## config.mk

```make
export PLATFORM = sky130hd
export DESIGN_NAME = sram_bank_arb
export DESIGN_NICKNAME = d
export VERILOG_FILES = /design/src/rtl/sba_pkg.sv /design/src/rtl/sba_cfg.sv /design/src/rtl/sba_bank.sv /design/src/rtl/sram_bank_arb.sv
export SDC_FILE = /design/constraint.sdc
export NUM_CORES = 1
export LEC_CHECK = 0
export BUFFER_PORTS_ARGS = -buffer_cell sky130_fd_sc_hd__buf_4
export CAP_MARGIN = 20
export CORE_MARGIN = 3
export CORE_UTILIZATION = 25
export CTS_CLUSTER_DIAMETER = 150
export DETAILED_ROUTE_END_ITERATION = 10
export GPL_ROUTABILITY_DRIVEN = 0
export PLACE_DENSITY = 0.63
export SLEW_MARGIN = 5
export SYNTH_ARGS = -nofsm -noshare
export SYNTH_HDL_FRONTEND = slang
export SYNTH_SLANG_ARGS = --single-unit
```

## constraint.sdc

```tcl
create_clock -name clk_i -period 1.88 [get_ports clk_i]
set_input_delay 0.188 -clock clk_i [delete_from_list [all_inputs] [get_ports clk_i]]
set_output_delay 0.188 -clock clk_i [all_outputs]
set_load 0.02 [all_outputs]
```

## src/rtl/sba_pkg.sv

```systemverilog
package sba_pkg;
  localparam int unsigned NB      = 2;
  localparam int unsigned A_RST   = 'h00;
  localparam int unsigned A_PRIO  = 'h04;
  localparam int unsigned A_OWN2  = 'h08;
  localparam int unsigned A_BREQ2 = 'h0C;
  localparam int unsigned A_SREQ2 = 'h10;
  localparam int unsigned A_OWN3  = 'h14;
  localparam int unsigned A_BREQ3 = 'h18;
  localparam int unsigned A_SREQ3 = 'h1C;
  localparam int unsigned A_BLOG  = 'h28;
  localparam int unsigned A_SLOG  = 'h2C;
  localparam int unsigned A_MODE  = 'h34;

  typedef enum logic {
    P_BASE = 1'b0,
    P_SEC  = 1'b1
  } proc_e;
endpackage

```

## src/rtl/sba_cfg.sv

```systemverilog
module sba_cfg
  import sba_pkg::*;
#(
  parameter int unsigned AW = 8,
  parameter int unsigned DW = 32
) (
  input  logic          clk_i,
  input  logic          rst_ni,
  input  logic          we_i,
  input  logic [AW-1:0] addr_i,
  input  logic [DW-1:0] wdata_i,
  output logic          sec_rst_o,
  output logic          prio_sec_o,
  output logic          hs_mode_o
);
  logic hit_rst, hit_prio, hit_mode;
  assign hit_rst  = we_i && (addr_i == AW'(A_RST));
  assign hit_prio = we_i && (addr_i == AW'(A_PRIO));
  assign hit_mode = we_i && (addr_i == AW'(A_MODE));

  always_ff @(posedge clk_i or negedge rst_ni) begin
    if (!rst_ni) begin
      sec_rst_o  <= 1'b0;
      prio_sec_o <= 1'b0;
      hs_mode_o  <= 1'b0;
    end else begin
      if (hit_rst)  sec_rst_o  <= |wdata_i;
      if (hit_prio) prio_sec_o <= wdata_i[0];
      if (hit_mode) hs_mode_o  <= wdata_i[0];
    end
  end

  assert_rst_hold_R3: assert property (@(posedge clk_i) disable iff (!rst_ni)
    (sec_rst_o && !hit_rst) |=> sec_rst_o);
  assert_prio_load_R2: assert property (@(posedge clk_i) disable iff (!rst_ni)
    hit_prio |=> (prio_sec_o == $past(wdata_i[0])));
endmodule

```

## src/rtl/sba_bank.sv

```systemverilog
module sba_bank (
  input  logic       clk_i,
  input  logic       rst_ni,
  input  logic [1:0] set_req_i,  // [0] base, [1] secondary
  input  logic [1:0] clr_own_i,
  input  logic       arb_en_i,
  input  logic       prio_sec_i,
  output logic [1:0] req_o,
  output logic [1:0] own_o,
  output logic [1:0] grant_o
);
  logic [1:0] req_q, own_q, grant;

  always_comb begin
    grant = 2'b00;
    if (arb_en_i && own_q == 2'b00) begin
      if (req_q == 2'b11) grant = prio_sec_i ? 2'b10 : 2'b01;
      else                grant = req_q;
    end
  end

  always_ff @(posedge clk_i or negedge rst_ni) begin
    if (!rst_ni) begin
      req_q <= 2'b00;
      own_q <= 2'b00;
    end else begin
      req_q <= (req_q | set_req_i) & ~grant;  // grant consumes a same-edge set
      own_q <= (own_q & ~clr_own_i) | grant;
    end
  end

  assign req_o   = req_q;
  assign own_o   = own_q;
  assign grant_o = grant;

  assert_own_excl_R5: assert property (@(posedge clk_i) disable iff (!rst_ni)
    own_q != 2'b11);
  assert_own_src_R5: assert property (@(posedge clk_i) disable iff (!rst_ni)
    $rose(own_q[0]) |-> $past(req_q[0]));
  assert_prio_R6: assert property (@(posedge clk_i) disable iff (!rst_ni)
    (arb_en_i && own_q == 2'b00 && req_q == 2'b11)
      |=> (own_q == {$past(prio_sec_i), !$past(prio_sec_i)}));
  assert_idle_R8: assert property (@(posedge clk_i) disable iff (!rst_ni)
    (!arb_en_i && own_q == 2'b00) |=> (own_q == 2'b00));
endmodule

```

## src/rtl/sram_bank_arb.sv

```systemverilog
module sram_bank_arb
  import sba_pkg::*;
#(
  parameter int unsigned AW = 8,
  parameter int unsigned DW = 32
) (
  input  logic          clk_i,
  input  logic          rst_ni,
  input  logic          base_we_i,
  input  logic [AW-1:0] base_addr_i,
  input  logic [DW-1:0] base_wdata_i,
  input  logic          sec_we_i,
  input  logic [AW-1:0] sec_addr_i,
  input  logic [DW-1:0] sec_wdata_i,
  output logic          sec_rst_o,
  output logic          prio_sec_o,
  output logic          hs_mode_o,
  output logic [1:0]    base_req_o,
  output logic [1:0]    sec_req_o,
  output logic [1:0]    own_bk2_o,
  output logic [1:0]    own_bk3_o,
  output logic [1:0]    base_log_o,
  output logic [1:0]    sec_log_o,
  output logic          base_irq_o,
  output logic          sec_irq_o
);
  logic hs;
  logic [1:0] own_w [NB];
  logic [1:0] req_w [NB];
  logic [1:0] gnt_w [NB];
  logic [NB-1:0] gnt_base, gnt_sec;
  logic [1:0] base_log_q, sec_log_q;
  logic unused_sec_bits;

  assign unused_sec_bits = ^sec_wdata_i[DW-1:2];

  sba_cfg #(.AW(AW), .DW(DW)) u_cfg (
    .clk_i      (clk_i),
    .rst_ni     (rst_ni),
    .we_i       (base_we_i),
    .addr_i     (base_addr_i),
    .wdata_i    (base_wdata_i),
    .sec_rst_o  (sec_rst_o),
    .prio_sec_o (prio_sec_o),
    .hs_mode_o  (hs)
  );

  for (genvar b = 0; b < NB; b++) begin : g_bank
    localparam int unsigned AOWN  = (b == 0) ? A_OWN2  : A_OWN3;
    localparam int unsigned ABREQ = (b == 0) ? A_BREQ2 : A_BREQ3;
    localparam int unsigned ASREQ = (b == 0) ? A_SREQ2 : A_SREQ3;
    localparam bit          SHARED = (b == 0);
    logic b_breq, b_sreq, s_breq, s_sreq, en;
    logic [1:0] set_req, clr_own;

    assign b_breq = base_we_i && base_addr_i == AW'(ABREQ) && base_wdata_i[0];
    assign b_sreq = base_we_i && base_addr_i == AW'(ASREQ) && base_wdata_i[0];
    assign s_breq = sec_we_i  && sec_addr_i  == AW'(ABREQ) && sec_wdata_i[0];
    assign s_sreq = sec_we_i  && sec_addr_i  == AW'(ASREQ) && sec_wdata_i[0];
    assign en     = SHARED || !hs;
    // handshake: the peer raises each request
    assign set_req[P_BASE] = en && (hs ? s_breq : b_breq);
    assign set_req[P_SEC]  = en && (hs ? b_sreq : s_sreq);
    assign clr_own[P_BASE] = base_we_i && base_addr_i == AW'(AOWN) && base_wdata_i[0];
    assign clr_own[P_SEC]  = sec_we_i  && sec_addr_i  == AW'(AOWN) && sec_wdata_i[1];

    sba_bank u_bank (
      .clk_i      (clk_i),
      .rst_ni     (rst_ni),
      .set_req_i  (set_req),
      .clr_own_i  (clr_own),
      .arb_en_i   (en),
      .prio_sec_i (prio_sec_o),
      .req_o      (req_w[b]),
      .own_o      (own_w[b]),
      .grant_o    (gnt_w[b])
    );

    assign gnt_base[b]   = gnt_w[b][P_BASE];
    assign gnt_sec[b]    = gnt_w[b][P_SEC];
    assign base_req_o[b] = req_w[b][P_BASE];
    assign sec_req_o[b]  = req_w[b][P_SEC];

    assert_log_src_R9: assert property (@(posedge clk_i) disable iff (!rst_ni)
      $rose(base_log_q[b]) |-> own_w[b][P_BASE]);
  end

  logic [1:0] base_clr, sec_clr;
  assign base_clr = (base_we_i && base_addr_i == AW'(A_BLOG)) ? base_wdata_i[1:0] : 2'b00;
  assign sec_clr  = (sec_we_i  && sec_addr_i  == AW'(A_SLOG)) ? sec_wdata_i[1:0]  : 2'b00;

  always_ff @(posedge clk_i or negedge rst_ni) begin
    if (!rst_ni) begin
      base_log_q <= 2'b00;
      sec_log_q  <= 2'b00;
    end else begin
      base_log_q <= (base_log_q & ~base_clr) | gnt_base;  // set beats clear
      sec_log_q  <= (sec_log_q  & ~sec_clr)  | gnt_sec;
    end
  end

  assign hs_mode_o  = hs;
  assign own_bk2_o  = own_w[0];
  assign own_bk3_o  = own_w[1];
  assign base_log_o = base_log_q;
  assign sec_log_o  = sec_log_q;
  assign base_irq_o = |base_log_q;
  assign sec_irq_o  = |sec_log_q;

  assert_log_keep_R9: assert property (@(posedge clk_i) disable iff (!rst_ni)
    !(base_we_i && base_addr_i == AW'(A_BLOG))
      |=> ((base_log_q & $past(base_log_q)) == $past(base_log_q)));
  assert_log_keep_sec_R9: assert property (@(posedge clk_i) disable iff (!rst_ni)
    !(sec_we_i && sec_addr_i == AW'(A_SLOG))
      |=> ((sec_log_q & $past(sec_log_q)) == $past(sec_log_q)));
  assert_log_win_R10: assert property (@(posedge clk_i) disable iff (!rst_ni)
    (gnt_base != 2'b00) |=> ((base_log_q & $past(gnt_base)) == $past(gnt_base)));
endmodule

```

Yosys cells after proc, flatten, opt, wreduce, memory -nomap -nowiden. Index checks and enable logic that the tools add are counted.

Register bits after elaboration: 15. Output and inout bits: 17. Logic and storage cells: 95.

Eq/ne operators: 18. Mux-type cells: 11. Bitwise logic cells: 18. Reduce and logical (&&, ||, !) cells: 39.

Operators with widths (number): 8-bit by 5-bit == test with 1-bit output (second input constant) (8); 8-bit by 4-bit == test with 1-bit output (second input constant) (4); 1-bit logical AND (32); 32-bit OR reduction (1); 8-bit by 6-bit == test with 1-bit output (second input constant) (3); 2-bit 2-to-1 mux (7); 2-bit AND (6); 2-bit inverter (6); 2-bit OR (6); 8-bit by 3-bit == test with 1-bit output (second input constant) (1); 8-bit logical NOT (1); 2-bit == test (second input constant) (2); 2-bit logical NOT (2); 1-bit 2-to-1 mux (4); 2-bit OR reduction (2); 1-bit logical NOT (1).

Longest topological paths before layout.
Depth in word-level cells: 7. Mapped depth: 4. Gate-level depth less buffers: 3.

Hierarchy. From an unflattened synthesis, not the netlist that was laid out.

Cell total of the unflattened synthesis: 111. Area, all modules: 1012.2 um^2.

By module, submodules not included: sram_bank_arb (instances 1, cells each 53, area an instance 394.1 um^2, seq. area each 100.1 um^2); sba_bank (instances 2, cells each 17, area an instance 190.2 um^2, seq. area each 100.1 um^2); sba_cfg (instances 1, cells each 24, area an instance 237.7 um^2, seq. area each 75.1 um^2).

Least setup slack after synthesis. No wires, ideal clock.

Kind: input to register. Start: input port base_addr_i[7]. End: register u_cfg.prio_sec_o. Setup time: 0.128 ns. Data arrival time: 1.271 ns. Required time: 1.752 ns. Path slack: 0.481 ns. Stages: 4. Buffers on the path: 1. Cells stage by stage: or4b_1 -> buf_2 -> nor3_2 -> mux2_1.

Cells in the longest elaborated chain, start to end: 2.

Ends and longest elaborated chain: start, declared (line sram_bank_arb.sv:10) `input logic [AW-1:0] base_addr_i,`; 8-bit by 3-bit == test with 1-bit output (line sba_cfg.sv:18) `assign hit_prio = we_i && (addr_i == AW'(A_PRIO));`; 1-bit logical AND (line sba_cfg.sv:18); end signal, assigned (line sba_cfg.sv:28) `if (hit_prio) prio_sec_o <= wdata_i[0];`; end, declared (line sba_cfg.sv:13) `output logic prio_sec_o,`.

No other way between the ends. A chain may end at the register's enable or synchronous reset.

Worst setup path after layout. Ends and elaborated chain as after synthesis.

==> metrics.txt <==
status=complete, no violations; via count=1098; Startpoint Class=input pin; global-route wire length before repair=4.97 mm; ANT nets after route=0; Required @ worst endpoint=2.00 ns; maximum vdd ir drop=193 uV; die width=67.4 um; grt total ovfl=0; cell area after synthesis=941 um^2; Tcrit/Tclk final=74.4%; PD cells=519 nW/um^2; most used standard cell by instance count after synthesis=dfrtp_1; post-synth top area share=39.9%; post-CTS setup buffer count=0; cts hold-fix bufs=1; layout cells sized above 1=47.4%; Max Cap Violations=0; Total GRT Usage=14.4%; Cells after Synth=97; number of global-route vias before repair=1095; DR DRC count=0; CP Capture Type=register; post-synthesis sequential area ratio=39.9%; Distinct cells, synth=34; Setup Skew=0.00157 ns; Clock Sinks=15; synth top area cells=dfrtp_1 (40%), nor4_1 (7.3%), nand2_1 (4.8%); Final setup viols=0; footprint of the multi-input gates=553 um^2; synth cell count leaders=dfrtp_1 (15), nand2_1 (12), nor4_1 (11), nand2b_1 (6), nand3_1 (5); WL final=3.03 mm; Reg clk slew, reported paths=0.06 ns; initial DRC count=63; Filler Cell Count=347; fin cells=217; number of synthesis warnings=0; fin util=45.4%; layout overhead on the synthesized area=67.3%; highest clock rate=715 MHz; CP startpoint=base_addr_i[7]; hold crit path type=input pin to register; die area=4540 um^2; IO Count=101; unrepaired setup endpoints after global routing=no; headroom to the max-slew limit=67.1%; minimum clock period=1.40 ns; # diodes=0; hpwl dp=2.60 mm; nets=256; Slew @ Worst Pin=0.487 ns; CTS tree=done; total placed cells including tap cells=212; via/cell ratio=5.06; antenna violations before repair=0; overall power=0.000816 W; Skew-Pair Late Insertion Delay=0.24 ns; Hold Slack=0.220 ns; crit path max fanout=6; post-synth net total=181; flop and latch count out of synthesis=15; drt pass-1 iters=4; Root Driver=clkbuf_8; TNS Setup=0 ns; H-Tree Depth=1; clk buf depth=2; ys async rst share=100%; largest net degree at the start of global routing=16; FF-to-FF Start=u_cfg.hs_mode_o; final hold viol count=0; CTS resizes=0; total CTS buffers=3; Critical Path AT=1.52 ns; Mapped Avg Cell Area=9.70 um^2; row count=21; Static Leak=0.663 nW; min-delay src=base_wdata_i[0]; Initial Util=27.1%; register area=375 um^2; critical setup path kind=input pin to register; average routed wire per standard cell=14.0 um; Slew Limit Fails=0; EDFF count, synth=0; cell taking the most area after synthesis=dfrtp_1; core area=3470 um^2; ys flop type=dfrtp_1; Die Y=67.4 um; Port Buf Inserts=70
## critical path: stages
cell,delay (ns)
buf_4,0.11
or4b_1,0.68
nor3_2,0.19
mux2_1,0.35
## kinds of logic (layout without fill, tap and decap cells)
family                 Yosys count  after routing  share of synthesized area (%)
muxes                            2              2                           2.39
DFF                             15             15                           39.9
and+or+nand+nor                 61             61                           42.8
buffers and inverters            3             77                           1.33
AOI/OAI and AO/OA               16             16                           13.6
## sequential cells by signal, indices dropped and copies added (netlist names)
| register | count |
|---|---|
| base_log_o | 2 |
| u_cfg.sec_rst_o | 1 |
| g_bank.u_bank.req_o | 4 |
| g_bank.u_bank.own_o | 4 |
| u_cfg.prio_sec_o | 1 |
| u_cfg.hs_mode_o | 1 |
| sec_log_o | 2 |
## cells in the final DEF (no fill, tap or decap), types with 2 or more instances in the layout
cell type  count
nand2_1       12
nor4_2         2
nor2_1         2
or4b_1         2
buf_4         70
mux2_1         2
nand2b_1       6
o31ai_1        3
a41oi_1        2
nor4_1        11
o41ai_1        4
or3b_1         2
nor3_2         2
a31oi_1        3
clkbuf_8       3
inv_1          2
nor3b_1        3
nand3_1        5
dfrtp_1       15
and4_1         2
or2_2          2
## cell type report
type	count	share of cell area, %
sequential	15	23.8
inverter	2	0.477
timing repair buffer	71	34.0
clock buffer	4	2.86
multi-input combinational	79	35.1
tap	46	3.66
## routing by layer
| metal | wire (um) | track usage [%] | vias to the layer above |
|---|---|---|---|
| met5 | 0 | 0 | - |
| met4 | 19 | 4.56 | 0 |
| met3 | 358 | 4.49 | 2 |
| met2 | 1370 | 24.0 | 68 |
| met1 | 1290 | 17.6 | 490 |
| li1 | - | - | 538 |
## per-stage QoR
stage | cell area, um^2 | setup WS [ns]
final | 1570 | 0.482
after global routing | 1570 | 0.433
after CTS | 1570 | 0.473
after detailed placement | 1520 | 0.221
after global placement | 1520 | 0.283
after floorplan | 941 | 0.481
## path summary, 6_finish.rpt
path                       cells past startpoint                         to  slack [ns]
max                                            4           u_cfg.prio_sec_o        0.48
min                                            2            u_cfg.hs_mode_o        0.22
max reg2reg                                    3  g_bank[0].u_bank.req_o[0]        0.63
min reg2reg                                    2               sec_log_o[0]        0.52
max in group asynchronous                      2              base_log_o[0]        1.35
min in group asynchronous                      2  g_bank[1].u_bank.own_o[1]        0.35
## power breakdown
group | leakage [nW] | total, W | switching, W | internal (W)
clock | 0.0228 | 0.000256 | 0.000106 | 0.000150
combinational | 0.472 | 0.000204 | 0.0000860 | 0.000118
sequential | 0.169 | 0.000357 | 0.0000179 | 0.000339
total | 0.663 | 0.000816 | 0.000210 | 0.000606
(Power assumes the default switching activity.)
